## config.mk

```make
export PLATFORM = sky130hd
export DESIGN_NAME = defer_tracker
export DESIGN_NICKNAME = d
export VERILOG_FILES = /design/src/rtl/defer_tracker_pkg.sv /design/src/rtl/defer_classify.sv /design/src/rtl/defer_entry.sv /design/src/rtl/defer_fsm.sv /design/src/rtl/defer_tracker.sv
export SDC_FILE = /design/constraint.sdc
export NUM_CORES = 1
export LEC_CHECK = 0
export ABC_AREA = 1
export BUFFER_PORTS_ARGS = -buffer_cell sky130_fd_sc_hd__buf_2
export CORE_MARGIN = 1
export CORE_UTILIZATION = 45
export DETAILED_ROUTE_END_ITERATION = 7
export PLACE_DENSITY = 0.77
export SETUP_SLACK_MARGIN = 0.2
export SYNTH_ARGS = -nofsm -noshare
export SYNTH_HDL_FRONTEND = slang
export SYNTH_SLANG_ARGS = --single-unit
```

## constraint.sdc

```tcl
create_clock -name clk -period 1.8 [get_ports clk]
set_input_delay 0.36 -clock clk [delete_from_list [all_inputs] [get_ports clk]]
set_output_delay 0.36 -clock clk [all_outputs]
set_load 0.02 [all_outputs]
```

## src/rtl/defer_tracker_pkg.sv

```systemverilog
package defer_tracker_pkg;
   localparam int CMD_W = 4;

   localparam logic [CMD_W-1:0] CMD_IO_RD   = 4'h2;
   localparam logic [CMD_W-1:0] CMD_IO_WR   = 4'h3;
   localparam logic [CMD_W-1:0] CMD_MEM_RD  = 4'h6;
   localparam logic [CMD_W-1:0] CMD_RD_DW   = 4'h8;
   localparam logic [CMD_W-1:0] CMD_RD_BLK  = 4'h9;
   localparam logic [CMD_W-1:0] CMD_CFG_RD  = 4'hA;
   localparam logic [CMD_W-1:0] CMD_CFG_WR  = 4'hB;
   localparam logic [CMD_W-1:0] CMD_RD_MULT = 4'hC;
   localparam logic [CMD_W-1:0] CMD_RD_LINE = 4'hE;

   typedef enum logic [1:0] {
      ST_IDLE,
      ST_PENDING_DEST,
      ST_DEST_DONE,
      ST_COMPLETE
   } entry_state_e;

   typedef enum logic [1:0] {
      CLS_PASS,
      CLS_IMMEDIATE,
      CLS_DEFER
   } req_class_e;
endpackage

```

## src/rtl/defer_classify.sv

```systemverilog
module defer_classify
   import defer_tracker_pkg::*;
(
   input  logic [CMD_W-1:0] cmd,
   input  logic             cfg_type1,
   input  logic             for_bridge,
   input  logic             on_primary,
   input  logic             pcix_mode,
   output req_class_e       cls,
   output logic             use_split
);
   logic tracked;
   logic conv_read;
   logic imm_cfg_wr;
   logic imm_cfg_rd;

   always_comb begin
      unique case (cmd)
         CMD_IO_RD, CMD_IO_WR, CMD_MEM_RD, CMD_RD_DW, CMD_RD_BLK,
         CMD_CFG_RD, CMD_CFG_WR, CMD_RD_MULT, CMD_RD_LINE: tracked = 1'b1;
         default: tracked = 1'b0;
      endcase
   end

   // legacy read commands keep delayed handling even in PCI-X-style mode
   assign conv_read  = (cmd == CMD_MEM_RD) || (cmd == CMD_RD_LINE) || (cmd == CMD_RD_MULT);
   assign imm_cfg_wr = (cmd == CMD_CFG_WR) && !cfg_type1 && for_bridge && on_primary;
   assign imm_cfg_rd = (cmd == CMD_CFG_RD) && !cfg_type1 && on_primary;

   always_comb begin
      if (!tracked)                      cls = CLS_PASS;
      else if (imm_cfg_wr || imm_cfg_rd) cls = CLS_IMMEDIATE;
      else                               cls = CLS_DEFER;
   end

   assign use_split = pcix_mode && !conv_read;
endmodule

```

## src/rtl/defer_entry.sv

```systemverilog
module defer_entry
   import defer_tracker_pkg::*;
#(
   parameter int ADDR_W   = 32,
   parameter int BE_W     = 4,
   parameter bit MATCH_BE = 1'b1
) (
   input  logic              clk,
   input  logic              rst_n,
   input  logic              load,
   input  logic [CMD_W-1:0]  in_cmd,
   input  logic [ADDR_W-1:0] in_addr,
   input  logic [BE_W-1:0]   in_be,
   output logic [CMD_W-1:0]  held_cmd,
   output logic [ADDR_W-1:0] held_addr,
   output logic [BE_W-1:0]   held_be,
   output logic              same_req
);
   always_ff @(posedge clk) begin
      if (!rst_n) begin
         held_cmd  <= '0;
         held_addr <= '0;
         held_be   <= '0;
      end else if (load) begin
         held_cmd  <= in_cmd;
         held_addr <= in_addr;
         held_be   <= in_be;
      end
   end

   logic key_eq;
   assign key_eq = (in_cmd == held_cmd) && (in_addr == held_addr);

   generate
      if (MATCH_BE) begin : g_be_cmp
         assign same_req = key_eq && (in_be == held_be);
      end else begin : g_no_be_cmp
         assign same_req = key_eq;
      end
   endgenerate
endmodule

```

## src/rtl/defer_fsm.sv

```systemverilog
module defer_fsm
   import defer_tracker_pkg::*;
(
   input  logic       clk,
   input  logic       rst_n,
   input  logic       req_valid,
   input  req_class_e cls,
   input  logic       use_split,
   input  logic       same_req,
   input  logic       dst_done,
   output logic       load,
   output logic       acc_now,
   output logic       retry,
   output logic       split_rsp,
   output logic       fwd_req,
   output logic       cpl_hit
);
   entry_state_e st_q, st_d;
   logic acc_d, retry_d, split_d, fwd_d, cpl_d;

   always_comb begin
      st_d    = st_q;
      load    = 1'b0;
      acc_d   = 1'b0;
      retry_d = 1'b0;
      split_d = 1'b0;
      fwd_d   = 1'b0;
      cpl_d   = 1'b0;

      if (st_q == ST_COMPLETE)                  st_d = ST_IDLE;
      if (st_q == ST_PENDING_DEST && dst_done)  st_d = ST_DEST_DONE;

      if (req_valid) begin
         if (cls != CLS_DEFER) begin
            acc_d = 1'b1;
         end else if (st_q == ST_IDLE) begin
            load    = 1'b1;
            fwd_d   = 1'b1;
            st_d    = ST_PENDING_DEST;
            split_d = use_split;
            retry_d = !use_split;
         end else if (st_q == ST_DEST_DONE && same_req) begin
            acc_d = 1'b1;
            cpl_d = 1'b1;
            st_d  = ST_COMPLETE;
         end else begin
            retry_d = 1'b1;
         end
      end
   end

   always_ff @(posedge clk) begin
      if (!rst_n) begin
         st_q      <= ST_IDLE;
         acc_now   <= 1'b0;
         retry     <= 1'b0;
         split_rsp <= 1'b0;
         fwd_req   <= 1'b0;
         cpl_hit   <= 1'b0;
      end else begin
         st_q      <= st_d;
         acc_now   <= acc_d;
         retry     <= retry_d;
         split_rsp <= split_d;
         fwd_req   <= fwd_d;
         cpl_hit   <= cpl_d;
      end
   end
endmodule

```

## src/rtl/defer_tracker.sv

```systemverilog
module defer_tracker
   import defer_tracker_pkg::*;
#(
   parameter int ADDR_W   = 32,
   parameter int BE_W     = 4,
   parameter bit MATCH_BE = 1'b1
) (
   input  logic              clk,
   input  logic              rst_n,
   input  logic              req_valid,
   input  logic [3:0]        req_cmd,
   input  logic              cfg_type1,
   input  logic              for_bridge,
   input  logic              on_primary,
   input  logic              pcix_mode,
   input  logic [ADDR_W-1:0] req_addr,
   input  logic [BE_W-1:0]   req_be,
   input  logic              dst_done,
   output logic              acc_now,
   output logic              retry,
   output logic              split_rsp,
   output logic              fwd_req,
   output logic [3:0]        fwd_cmd,
   output logic [ADDR_W-1:0] fwd_addr,
   output logic [BE_W-1:0]   fwd_be,
   output logic              cpl_hit
);
   generate
      if (ADDR_W < 2 || ADDR_W > 64) begin : g_bad_addr
         $error("defer_tracker: ADDR_W must lie in 2..64");
      end
      if (BE_W < 1 || BE_W > 16) begin : g_bad_be
         $error("defer_tracker: BE_W must lie in 1..16");
      end
   endgenerate

   req_class_e cls;
   logic use_split, same_req, load;

   defer_classify u_cls (
      .cmd        (req_cmd),
      .cfg_type1  (cfg_type1),
      .for_bridge (for_bridge),
      .on_primary (on_primary),
      .pcix_mode  (pcix_mode),
      .cls        (cls),
      .use_split  (use_split)
   );

   defer_entry #(.ADDR_W(ADDR_W), .BE_W(BE_W), .MATCH_BE(MATCH_BE)) u_entry (
      .clk       (clk),
      .rst_n     (rst_n),
      .load      (load),
      .in_cmd    (req_cmd),
      .in_addr   (req_addr),
      .in_be     (req_be),
      .held_cmd  (fwd_cmd),
      .held_addr (fwd_addr),
      .held_be   (fwd_be),
      .same_req  (same_req)
   );

   defer_fsm u_fsm (
      .clk       (clk),
      .rst_n     (rst_n),
      .req_valid (req_valid),
      .cls       (cls),
      .use_split (use_split),
      .same_req  (same_req),
      .dst_done  (dst_done),
      .load      (load),
      .acc_now   (acc_now),
      .retry     (retry),
      .split_rsp (split_rsp),
      .fwd_req   (fwd_req),
      .cpl_hit   (cpl_hit)
   );
endmodule

```

Word level (Yosys, flattened, before mapping)
Memory sizes are Yosys's and may differ from the RTL's.
Index checks and enable logic that the tools add are counted.
{"block": "word_totals", "out_inout_bits": 45, "romBits": 16, "reg_bits": 47, "mem_count": 1}
{"block": "op_classes", "muxes": 16, "n_reduce_logical": 20, "n_eq_ne": 12, "bitwise": 3}
{"name": "(no name shown)", "depth": 16, "word_bits": 1, "read_ports": 1, "rd_ports_with_merged_regs": 0, "write_ports": 0, "line_no": "defer_classify.sv:18", "source": "unique case (cmd)"}
{"op": "32-bit == test", "n": 1}
{"op": "4-bit == test, second input constant", "n": 4}
{"op": "2-bit two-way mux", "n": 8}
{"op": "1-bit logical AND", "n": 10}
{"op": "4-bit == test", "n": 2}
{"op": "1-bit two-way mux", "n": 8}
{"op": "2-bit == test, second input constant", "n": 2}
{"op": "4-bit by 3-bit == test with 1-bit output, second input constant", "n": 1}
{"op": "4-bit OR reduction", "n": 1}
{"op": "1-bit zero test", "n": 3}
{"op": "1-bit logical OR", "n": 3}
{"op": "1-bit inverter", "n": 3}
{"op": "3-bit OR reduction", "n": 1}
{"op": "2-bit by 1-bit == test with 1-bit output, second input constant", "n": 1}
{"op": "2-bit zero test", "n": 1}
{"op": "2-bit != test, second input constant", "n": 1}
{"op": "2-bit AND reduction", "n": 1}

Longest topological paths before layout
Gate-level depths: netlist (run 1).
{"block": "depth", "word_depth": 10, "mapped_depth": 11, "mapped_depth_nobuf": 11}

Cells and area by module
Synthesis (run 1) repeated with hierarchy kept, for this count alone.
{"block": "hier_totals", "cells_unflattened": 371, "hier_area_um2": 2364.8}
{"module": "defer_entry", "area_each_um2": 2026.9, "cells_per_inst": 320, "instances": 1}
{"module": "defer_fsm", "area_each_um2": 275.3, "cells_per_inst": 37, "instances": 1}
{"module": "defer_classify", "area_each_um2": 62.6, "cells_per_inst": 14, "instances": 1}

Worst setup path before layout (run 1)
OpenSTA, ideal clock, no wires.
{"block": "synth_timing", "kind": "input to register", "start": "in req_cmd[3]", "end": "reg u_entry.held_addr[23]", "n_path_buf": 2, "setup_slack_ps": 341, "cell_stages": 8, "t_arrival_ps": 1344, "cell_sequence": "buf_4 > o211ai_1 > nand2_2 > nand3_4 > buf_6 > o21ai_0 > o21ai_0 > inv_1"}
{"block": "synth_via", "elab_chain_cells": 10, "word_cells_on_any_way": 14}
{"item": "start, declared", "line_no": "defer_tracker.sv:11", "source": "input logic [3:0] req_cmd,"}
{"item": "4-bit == test", "line_no": "defer_classify.sv:27", "source": "assign imm_cfg_wr = (cmd == CMD_CFG_WR) && !cfg_type1 && for_bridge && on_primary;"}
{"item": "1-bit logical AND (3 in a row)", "line_no": "defer_classify.sv:27"}
{"item": "1-bit logical OR", "line_no": "defer_classify.sv:32", "source": "else if (imm_cfg_wr || imm_cfg_rd) cls = CLS_IMMEDIATE;"}
{"item": "2-bit two-way mux", "line_no": "defer_classify.sv:32"}
{"item": "2-bit two-way mux *", "line_no": "defer_classify.sv:31", "source": "if (!tracked) cls = CLS_PASS;"}
{"item": "2-bit != test *", "line_no": "defer_fsm.sv:34", "source": "if (cls != CLS_DEFER) begin"}
{"item": "1-bit two-way mux * (2 in a row)"}
{"item": "end signal, assigned", "line_no": "defer_entry.sv:26", "source": "held_addr <= in_addr;"}
{"item": "end, declared", "line_no": "defer_entry.sv:15", "source": "output logic [ADDR_W-1:0] held_addr,"}
Mark *: on every way between the ends. The rest lies on a longest branch, timed or not.
A chain may end at the register's enable or synchronous reset.

Worst setup path in the final report (run 1)
{"block": "layout_timing", "start": "in req_cmd[3]", "end": "reg u_entry.held_be[0]"}
{"block": "layout_via", "elab_chain_cells": 10, "word_cells_on_any_way": 14}
{"item": "4-bit == test", "line_no": "defer_classify.sv:27"}
{"item": "1-bit logical AND (3 in a row)", "line_no": "defer_classify.sv:27"}
{"item": "1-bit logical OR", "line_no": "defer_classify.sv:32"}
{"item": "2-bit two-way mux", "line_no": "defer_classify.sv:32"}
{"item": "2-bit two-way mux *", "line_no": "defer_classify.sv:31"}
{"item": "2-bit != test *", "line_no": "defer_fsm.sv:34"}
{"item": "1-bit two-way mux * (2 in a row)"}
{"item": "end signal, assigned", "line_no": "defer_entry.sv:27", "source": "held_be <= in_be;"}
{"item": "end, declared", "line_no": "defer_entry.sv:16", "source": "output logic [BE_W-1:0] held_be,"}
Marked as above.

==> results of run 1 <==
## how the worst min path moves through the flow
| stage | start | endpoint | slack, ns |
|---|---|---|---|
| CTS | req_addr[6] | u_entry.held_addr[6] | 0.28 |
| global route | req_addr[19] | u_entry.held_addr[19] | 0.30 |
| detailed placement | u_entry.held_addr[31] | u_entry.held_addr[31] | 0.51 |
| finish | req_addr[2] | u_entry.held_addr[2] | 0.28 |
| floorplan | req_addr[10] | u_entry.held_addr[10] | 0.47 |
| global placement | u_entry.held_addr[31] | u_entry.held_addr[31] | 0.49 |
## cell families after synthesis
kind of cell | Yosys count
DFF | 47
buffers and inverters | 95
AOI/OAI and AO/OA | 68
xor gates and xnor gates | 31
and+or+nand+nor | 210
## worst reg2reg max path, stage by stage, from the launching register on
cell,delay [ns]
dfxtp_1,0.34
xnor2_1,0.32
nand4_1,0.14
nor3_1,0.34
nand3_1,0.17
nand2_1,0.08
## cell type report
type                    count  area share (%)
inverters                  83            9.13
multi-input cells         309            43.2
clock buffers               6            2.13
flip-flops and latches     47            27.6
repair buffers             98            15.2
well taps                  75            2.75
## flip-flops by register name, summed over array words and instances, names as in the netlist, named ones only
name and flops:
u_fsm.acc_now 1, u_fsm.retry 1, u_fsm.cpl_hit 1, u_entry.held_be 4, u_fsm.fwd_req 1, u_fsm.st_q 1
u_entry.held_addr 32, u_fsm.split_rsp 1, u_entry.held_cmd 4
## power by group through the flow
stage	logic [uW]	registers, uW	clock network, uW
floorplan	419	1340	0
global placement	779	1240	0
detailed placement	795	1240	0
CTS	798	1220	620
global route	891	1230	660
finish	797	1220	609
## metal layers
metal  part of all wire [%]  track usage, %  up-vias  routed length (um)
met5                      0               0        -                   0
met4                    2.0            7.86        0                 150
met3                    6.6            5.39       16                 483
met2                     46            37.0      105                3390
met1                     45            30.1     1310                3300
li1                       -               -     1537                   -
## cell usage in the layout (no fill, tap or decap)
cell,count
buf_2,92
inv_2,1
nand2_1,137
o21ai_0,44
clkbuf_8,5
nor2_1,52
o21ai_1,17
inv_1,82
and2_1,1
nor3_1,1
dfxtp_1,47
nand2_2,3
xor2_1,9
nand3b_1,1
buf_4,5
nand3_1,10
nand3_4,2
a21oi_2,2
clkbuf_1,1
o211ai_1,2
a21oi_1,3
xnor2_1,22
nand4_1,3
buf_12,1
## through the flow
step                hold WS (ns)  util [%]  setup WS, ns
floorplan                  0.472         -         0.341
global placement           0.488      55.7         0.118
detailed placement         0.507      55.7        0.0404
CTS                        0.281      57.0         0.368
global route               0.296      57.0         0.195
finish                     0.283      57.0         0.367
==> run_results.csv, run 1 <==
group,metric,value,unit
critical_path,endpoint_kind,"flop",
layout,drive_gt1_share,20.4,%
sta,fmax,0.698,GHz
pwr,intPower,1690,uW
sta,relSlewSlack,74.2,%
sta,hold_viol,0,
detailed_routing,wire_per_inst,11.9,um
clock_network,clock_sinks,47,
critical_path,crit_path_cell_trace,"buf_2, inv_2, nor2_1, nand3_1, o21ai_1, nand2_2, nand3_4, o21ai_0, o21ai_0, inv_1",
clock_network,cts_tree,"yes",
place,routabilityCongestion,0.817,
grt,grt_max_degree,47,
critical_path,worst-path-buf-inv,3,
critical_path,endpoint,"u_entry.held_be[0]",
synthesis,syn-cell-area,0.00283,mm2
critical_path,cpMostUsedCell,"o21ai_0",
synthesis,synth_seq_area_share,33.3,%
synthesis,synth_cell_type_count,23,
synthesis,synth_compound_area_share,12.5,%
synthesis,synth_common_cells,"nand2_1 (137), inv_1 (82), nor2_1 (52)",
die,ios,93,
sta,setup_viol,0,
synthesis,synth_most_common_cell,"nand2_1",
layout,multi_input_comb_area,0.00148,mm2
layout,final_cell_area,0.00341,mm2
synthesis,synth_warnings,0,
die,die_area,0.00660,mm2
sta,worst_pin_slew,0.387,ns
pwr,powerDensity,769,mW/mm2
worst_hold_path,min_path_cells,3,
place,portBuffers,92,
pwr,p_sw,932,uW
critical_path,crit_required,2.00,ns
clock_network,ctsResizeCount,0,
critical_path,critPathArrivalTime,1.64,ns
critical_path,r2r-start,"u_entry.held_addr[14]",
grt,grt_pass1_wl,11500,um
clock_network,cts-hold-fix-buffers,0,
detailed_routing,routed_via_density,4.80,
synthesis,synth_top_family_by_area,"simple AND/OR/NAND/NOR gates",
detailed_routing,ant_nets,0,
synthesis,synth_simple_gate_area_share,30.1,%
synthesis,synth.area.mux_share,0,%
critical_path,startpoint,"req_cmd[3]",
layout,areaGrowthSynthToFinish,20.7,%
sta,setup_tns,0,ns
synthesis,synth-xor-area-share,9.61,%
synthesis,avgSynthCellArea,6.27,um2
pwr,power_frac_seq,46.4,%
die,rows,28,
sta,finalCritPeriodShare,79.6,%
place,dpl.hpwl,5680,um
place,place_area,0.00334,mm2
layout,diodes,0,
layout,finalNonFillerCells,618,
synthesis,synth_edf_count,0,
clock_network,clockRootBuffer,"clkbuf_8",
grt,gr-total-overflow,0,
sta,drv_slew,0,
clock_network,post_cts_buffers,0,
detailed_routing,first_iter_violations,168,
critical_path,worst-path-stages,10,
grt,antenna_found_initial,0,
critical_path,cp_slowest_stage_delay,0.31,ns
critical_path,critPathKind,"in -> reg",
detailed_routing,vias,2968,
die,dieHeight,81.3,um
sta,rsz0062_at_grt,"yes",
synthesis,synthCells,451,
synthesis,synthTopCellsByArea,"dfxtp_1 (33%), nand2_1 (18%), inv_1 (11%), o21ai_0 (7.8%), nor2_1 (6.9%)",
pwr,power.clock.fraction,23.2,%
layout,fin_nets,592,
clock_network,cts-buffers-inserted,5,
place,dp_cells,612,
synthesis,synth_top_flop_cell,"dfxtp_1",
grt,track_usage,23.0,%
pwr,ir_worst_vdd,0.000327,V
synthesis,synthAdderAreaFrac,0,%
clock_network,cts.path.max_buffers,2,
pwr,p_comb_share,30.4,%
die,initial_core_util,47.2,%
critical_path,r2r_slack,0.37,ns
die,design.core.area,0.00599,mm2
pwr,leakage,0.00202,uW
clock_network,clkLatencyLatePin,0.30,ns
layout,regArea,941,um2
grt,grt_pass1_vias,2561,
synthesis,yosysTopAreaCellShare,33.3,%
detailed_routing,wirelength,7330,um
critical_path,start_kind,"input port",
detailed_routing,post-route-drc-count,0,
synthesis,synth-seq-cells,47,
synthesis,mappedNetlistNets,499,
job,drv_cap,0,
synthesis,async_reset_ff_share,0,%
clock_network,clk_pin_slew,0.08,ns
clock_network,htreeDepth,2,
synthesis,yosysTopAreaCell,"dfxtp_1",
critical_path,critPathTopFamily,"simple AND/OR/NAND/NOR gates",
critical_path,r2r-end,"u_fsm.st_q[0]",
critical_path,reg2regPathDepth,5,
pwr,finalPower,2620,uW
sta,timing.final.crit_period,1.43,ns
critical_path,cp_slowest_cell,"nand3_4",
detailed_routing,first_pass_iters,7,
critical_path,worst-path-max-fanout,35,
pwr,sw_frac_of_total,35.5,%
die,die_x,81.3,um
sta,fin_worst_skew,0.00367,ns
worst_hold_path,hold_path_class,"in -> reg",
run_status,status,"finished, final reports clean",
layout,fillers,588,
(Power assumes the default switching activity.)
==> run 2, diff against run 1 <==
--- a/config.mk
+++ b/config.mk
@@ -10,7 +10,7 @@
 export CORE_MARGIN = 1
 export CORE_UTILIZATION = 45
 export DETAILED_ROUTE_END_ITERATION = 7
-export PLACE_DENSITY = 0.77
+export PLACE_DENSITY = 0.8
 export SETUP_SLACK_MARGIN = 0.2
 export SYNTH_ARGS = -nofsm -noshare
 export SYNTH_HDL_FRONTEND = slang
==> constraint.sdc (replaced) <==
create_clock -name clk -period 1.3 [get_ports clk]
set_input_delay 0.26 -clock clk [delete_from_list [all_inputs] [get_ports clk]]
set_output_delay 0.26 -clock clk [all_outputs]
set_load 0.02 [all_outputs]
==> run 2 against run 1 <==
The flow now finishes with violations (setup timing). Utilization increased by 16 points. Clock skew increased by 0.0035 ns. Register-to-register slack worse by 0.43 ns. Via count up 14%. Design area up 29%. Sequential share of layout area is 4.5 points lower. Sequential power is 41% higher. First-iteration DRC count is 40% higher. Routed wire length increased by 28%. Critical path depth down 3. Critical path type is now reg -> reg. Highest routed layer unchanged.
==> run_results.csv, run 2 (synthesis gave the netlist of run 1 again) <==
group,metric,value,unit
grt,grt_pass1_wl,14300,um
die,design.core.area,0.00599,mm2
place,routabilityCongestion,0.825,
sta,rsz0062_at_grt,"yes",
grt,antenna_found_initial,0,
run_status,status,"finished, violations left",
pwr,powerDensity,976,mW/mm2
detailed_routing,routed_via_density,5.11,
clock_network,cts.path.max_buffers,2,
sta,finalCritPeriodShare,105,%
sta,fmax,0.736,GHz
clock_network,cts-hold-fix-buffers,0,
pwr,p_sw,1520,uW
clock_network,cts-buffers-inserted,5,
worst_hold_path,hold_start,"req_addr[20]",
job,drv_cap,0,
grt,grt_max_degree,30,
sta,worst_pin_slew,0.340,ns
pwr,power_frac_seq,40.1,%
worst_hold_path,worstHoldEndpoint,"u_entry.held_addr[20]",
die,ios,93,
run_status,violations,"setup timing",
clock_network,clock_sinks,47,
clock_network,clk_pin_slew,0.09,ns
critical_path,r2r-end,"u_entry.held_addr[19]",
pwr,sw_frac_of_total,35.5,%
critical_path,crit_required,1.50,ns
die,rows,28,
pwr,ir_worst_vdd,0.000582,V
die,initial_core_util,47.2,%
layout,layout_commonest_cell,"nand2_1",
die,die_area,0.00660,mm2
clock_network,htreeDepth,2,
clock_network,clockRootBuffer,"clkbuf_8",
critical_path,start_kind,"flop",
detailed_routing,wire_per_inst,14.2,um
sta,timing.final.crit_period,1.36,ns
layout,largest_register,"u_entry.held_addr",
layout,top_regs,"u_entry.held_addr: 32 flops, u_entry.held_be: 4 flops, u_entry.held_cmd: 4 flops",
sta,setup_viol,4,
detailed_routing,post-route-drc-count,0,
layout,drive_gt1_share,44.4,%
critical_path,critPathArrivalTime,1.56,ns
layout,final_cell_mix,"nand2_1 (123), inv_1 (75), buf_2 (54), buf_6 (41)",
detailed_routing,first_iter_violations,235,
layout,diodes,0,
detailed_routing,wirelength,9360,um
place,dpl_worst_slack,-0.206,ns
sta,drv_slew,0,
layout,largest_register_ffs,32,
sta,fin_worst_skew,0.00713,ns
place,portBuffers,92,
clock_network,clkLatencyLatePin,0.30,ns
grt,gr-total-overflow,0,
critical_path,r2r_slack,-0.06,ns
critical_path,critPathKind,"reg -> reg",
pwr,p_comb_share,38.5,%
detailed_routing,ant_nets,0,
sta,worst_slack,-0.0589,ns
critical_path,worst-path-max-fanout,29,
detailed_routing,vias,3371,
worst_hold_path,min_path_cells,3,
worst_hold_path,hold_path_class,"in -> reg",
sta,relSlewSlack,77.3,%
sta,hold_viol,0,
critical_path,reg2regPathDepth,7,
clock_network,cts_tree,"yes",
layout,fin_nets,633,
pwr,intPower,2770,uW
grt,track_usage,28.3,%
die,die_x,81.3,um
pwr,leakage,0.00240,uW
pwr,finalPower,4290,uW
pwr,power.clock.fraction,21.4,%
detailed_routing,first_pass_iters,6,
layout,final_cell_area,0.00440,mm2
place,place_area,0.00362,mm2
grt,grt_pass1_vias,3236,
sta,setup_tns,-0.0998,ns
critical_path,endpoint_kind,"flop",
layout,areaGrowthSynthToFinish,55.6,%
die,dieHeight,81.3,um
place,dpl.hpwl,6140,um
[run 2: changes by cell type in the layout (fill, tap and decap cells not counted), sizes merged]
cell,change
buf,+41
clkinv,+1
[run 2: through the flow]
stage	util, %	std cells	hold WS, ns
CTS	68.1	652	0.178
global placement	60.5	641	0.479
global route	73.4	660	0.187
detailed placement	60.5	641	0.486
finish	73.4	660	0.186
floorplan	-	451	0.372
[run 2: routing by layer]
layer | vias up | share of wire [%] | routed length [um] | GRT usage (%)
li1 | 1626 | - | - | -
met1 | 1544 | 40 | 3730 | 32.9
met5 | - | 0 | 0 | 0
met4 | 0 | 3.8 | 351 | 16.4
met2 | 159 | 50 | 4640 | 47.4
met3 | 42 | 6.9 | 642 | 6.63
[run 2: cell type report]
cell class / instances / area (um2)
repair buffers: 139 / 1140
flip-flops and latches: 47 / 1010
multi-input cells: 309 / 1750
clock inverters: 1 / 5.00
inverters: 83 / 312
fillers: 419 / 1590
clock buffers: 6 / 82.6
well taps: 75 / 93.8
[run 2: repair_timing]
item / in CTS / in global routing
cloned: 0 / 0
resized for setup: 108 / 90
setup endpoints to repair: 75 / 78
setup buffers: 4 / 8
pin swaps: 26 / 30
[run 2: power by group through the flow]
| stage | Clock [uW] | Combinational [uW] | Sequential, uW |
|---|---|---|---|
| floorplan | 0 | 594 | 1870 |
| global placement | 0 | 1230 | 1700 |
| detailed placement | 0 | 1260 | 1710 |
| CTS | 941 | 1450 | 1710 |
| global route | 999 | 1780 | 1740 |
| finish | 918 | 1650 | 1720 |
[run 2: worst max-delay path by stage]
stage	end	cells after the start	from	slack, ns
6_report	u_entry.held_addr[19]	7	flop	-0.06
5_1_grt	u_entry.held_addr[19]	7	flop	-0.11
4_1_cts	u_fsm.acc_now	8	u_entry.held_be[3]	0.04
3_5_place_dp	u_entry.held_addr[1]	11	req_cmd[3]	-0.21
3_3_place_gp	u_entry.held_addr[6]	11	req_cmd[3]	-0.13
2_1_floorplan	u_entry.held_addr[2]	8	req_cmd[3]	-0.03
[run 2: worst max-delay path: stages, from the launching register on]
cell	delay [ns]
dfxtp_2	0.34
buf_6	0.11
nor2_4	0.09
buf_6	0.12
nand3_4	0.11
buf_12	0.19
o21ai_1	0.20
inv_1	0.07
==> run 3, diff against run 2 <==
--- a/config.mk
+++ b/config.mk
@@ -7,11 +7,12 @@
 export LEC_CHECK = 0
 export ABC_AREA = 1
 export BUFFER_PORTS_ARGS = -buffer_cell sky130_fd_sc_hd__buf_2
-export CORE_MARGIN = 1
-export CORE_UTILIZATION = 45
+export CORE_MARGIN = 3
+export CORE_UTILIZATION = 44
 export DETAILED_ROUTE_END_ITERATION = 7
-export PLACE_DENSITY = 0.8
+export PLACE_DENSITY = 0.81
 export SETUP_SLACK_MARGIN = 0.2
 export SYNTH_ARGS = -nofsm -noshare
 export SYNTH_HDL_FRONTEND = slang
+export SYNTH_HIERARCHICAL = 1
 export SYNTH_SLANG_ARGS = --single-unit
==> run 3 against run 2 <==
The flow still finishes with violations (setup timing). Design area rose by 0.20%. First-iteration DRC count fell by 4.7%. Total power rose by 0.35%. Sequential share of layout area rose by 1.2 points. Critical path type is now in -> reg. Largest cell class unchanged.
==> run_results.csv, run 3 <==
group,metric,value,unit
grt,gr-total-overflow,0,
synthesis,syn-cell-area,0.00236,mm2
detailed_routing,met1_length,3890,um
critical_path,start_kind,"input port",
synthesis,async_reset_ff_share,0,%
detailed_routing,first_pass_iters,5,
die,rows,26,
critical_path,crit_required,1.51,ns
layout,finalNonFillerCells,598,
pwr,leakage,0.00217,uW
detailed_routing,first_iter_violations,224,
critical_path,cpMostUsedCell,"nor2_4",
synthesis,synth_cell_type_count,20,
critical_path,cp_slowest_cell,"nor2_1",
sta,whs,0.212,ns
grt,grt_pass1_wl,13500,um
die,initial_core_util,46.0,%
synthesis,avgSynthCellArea,6.37,um2
sta,drv_slew,0,
critical_path,worst-path-buf-inv,5,
layout,top_regs,"u_entry/held_addr: 32 flops, u_entry/held_be: 4 flops, u_entry/held_cmd: 4 flops",
die,dieHeight,79.3,um
detailed_routing,highest_layer,"met4",
sta,rsz0062_at_grt,"yes",
pwr,powerDensity,977,mW/mm2
critical_path,worst-path-max-fanout,10,
synthesis,synth_seq_area_share,39.8,%
layout,fillers,282,
detailed_routing,met2WireLength,5350,um
layout,layout_commonest_cell,"nand2_1",
critical_path,endpoint_kind,"flop",
layout,final_cell_area,0.00441,mm2
place,dpl_worst_slack,-0.381,ns
sta,timing.final.crit_period,1.60,ns
synthesis,synth_top_flop_cell,"dfxtp_1",
clock_network,clkLatencyLatePin,0.30,ns
place,dpl.hpwl,4630,um
place,portBuffers,92,
sta,finalCritPeriodShare,123,%
grt,antenna_found_initial,0,
critical_path,crit_path_cell_trace,"buf_8, inv_4, nor2_4, nand2_4, nor2_4, nor2_2, inv_1, nor2_2, nand2_2, nor2_4, buf_8, buf_6, o21ai_0, nor2_1",
sta,relSlewSlack,74.9,%
detailed_routing,wire_per_inst,17.7,um
place,dp_cells,554,
clock_network,cts_tree,"yes",
sta,worst_slack,-0.302,ns
clock_network,clock_sinks,47,
detailed_routing,ant_nets,0,
synthesis,yosysTopAreaCellShare,39.8,%
synthesis,synth_warnings,6,
detailed_routing,wl_met3,797,um
synthesis,synth_most_common_cell,"nand2_1",
detailed_routing,vias,3211,
critical_path,r2r_slack,-0.29,ns
detailed_routing,wirelength,10600,um
layout,final_cell_mix,"nand2_1 (71), buf_2 (57), buf_4 (53), nor2_1 (47), inv_1 (39)",
synthesis,synthTopCellsByArea,"dfxtp_1 (40%), nand2_1 (13%), nor2_1 (13%), o21ai_0 (8.3%), inv_1 (7.9%)",
critical_path,cp_slowest_stage_delay,0.19,ns
die,die_area,0.00629,mm2
pwr,ir_worst_vdd,0.000623,V
clock_network,clockRootBuffer,"clkbuf_8",
place,routabilityCongestion,0.764,
critical_path,critPathArrivalTime,1.81,ns
synthesis,yosysTopAreaCell,"dfxtp_1",
layout,fin_nets,575,
die,design.core.area,0.00514,mm2
clock_network,cts-buffers-inserted,5,
worst_hold_path,hold_path_class,"in -> reg",
layout,largest_register,"u_entry/held_addr",
die,ios,93,
grt,grt_pass1_vias,2908,
sta,worst_pin_slew,0.377,ns
place,place_area,0.00325,mm2
run_status,violations,"setup timing",
clock_network,clk_pin_slew,0.09,ns
job,drv_cap,0,
clock_network,cts.path.max_buffers,2,
synthesis,synth-seq-cells,47,
clock_network,cts-hold-fix-buffers,0,
layout,areaGrowthSynthToFinish,86.3,%
layout,drive_gt1_share,58.1,%
sta,fin_worst_skew,0.0133,ns
synthesis,mappedNetlistNets,419,
sta,setup_viol,44,
layout,diodes,0,
run_status,status,"finished, violations left",
synthesis,synthCells,371,
grt,track_usage,27.4,%
sta,fmax,0.624,GHz
critical_path,critPathTopFamily,"simple AND/OR/NAND/NOR gates",
die,die_x,79.3,um
detailed_routing,routed_via_density,5.37,
critical_path,critPathKind,"in -> reg",
grt,grt_max_degree,24,
sta,hold_viol,0,
synthesis,synth_common_cells,"nand2_1 (83), nor2_1 (79), inv_1 (50)",
synthesis,synth_edf_count,0,
clock_network,htreeDepth,2,
detailed_routing,post-route-drc-count,0,
layout,largest_register_ffs,32,
run 3: changes by cell type in the layout (fill, tap and decap cells not counted), moves of 9 or more:
cell | previous run | this run
xnor2_2 | 11 | 0
dfxtp_2 | 29 | 9
o21ai_1 | 25 | 4
buf_4 | 38 | 53
nor2_4 | 5 | 16
nand2_1 | 123 | 71
inv_1 | 75 | 39
a21oi_1 | 2 | 12
xnor2_1 | 11 | 0
nor2_2 | 9 | 19
nor2_1 | 38 | 47
dfxtp_4 | 10 | 31
run 3: metal layers:
| metal | track usage, % | vias up |
|---|---|---|
| li1 | - | 1455 |
| met1 | 29.4 | 1491 |
| met2 | 51.9 | 210 |
| met3 | 5.78 | 55 |
| met4 | 10.3 | 0 |
| met5 | 0 | - |
run 3: final timing paths:
kind / cells after the start / start / to
setup / recovery: 14 / req_cmd[1] / u_entry/held_addr[20]
hold / removal: 3 / req_be[3] / u_entry/held_be[3]
setup reg to reg: 12 / u_entry/held_addr[10] / u_fsm/st_q[0]
hold reg to reg: 2 / u_entry/held_addr[30] / u_entry/held_addr[30]
run 3: logic make-up after synthesis:
kind of cell | synth area share [%]
AO/OA/AOI/OAI | 14.6
XOR/XNOR | 5.56
buffers and inverters | 11.6
flip-flops | 39.8
AND/OR/NAND/NOR | 28.5
run 3: timing repair:
item | in CTS | in global routing
pin swaps | 13 | 39
cloned | 9 | 0
buffers inserted | 11 | 16
endpoints found under the setup margin | 53 | 75
gates resized for setup | 119 | 99
run 3: layout make-up:
| class | instances | area [um2] | area share, % |
|---|---|---|---|
| multi-input combinational | 256 | 1500 | 34.0 |
| timing repair buffer | 158 | 1380 | 31.2 |
| sequential | 47 | 1070 | 24.2 |
| inverter | 56 | 238 | 5.39 |
| tap | 70 | 87.6 | 1.99 |
| clock buffer | 6 | 82.6 | 1.87 |
| timing repair inverter | 3 | 45.0 | 1.02 |
| clock inverter | 2 | 11.3 | 0.256 |
run 3: through the flow:
step / setup TNS (ns) / util (%) / total power [uW]
final: -9.19 / 85.7 / 4310
after floorplan: -4.05 / - / 2260
after detailed placement: -12.91 / 63.3 / 2660
after global placement: -11.22 / 63.3 / 2620
after CTS: -0.325 / 77.3 / 3930
after global routing: -12.23 / 85.7 / 4460
run 3: where the power goes:
part,switching (uW),total [uW],internal (uW)
sequential,131,1700,1570
combinational,878,1650,775
clock,525,951,426
run 3: worst register-to-register path: stages, from the launching register on:
cell	delay [ns]
dfxtp_4	0.38
inv_2	0.03
nand2_1	0.08
nand2_1	0.08
nor2_1	0.11
nand2_1	0.11
nor2_2	0.15
nand3_1	0.12
nor2_2	0.12
nand3_2	0.11
inv_2	0.10
nand2_2	0.07
nand3_2	0.07
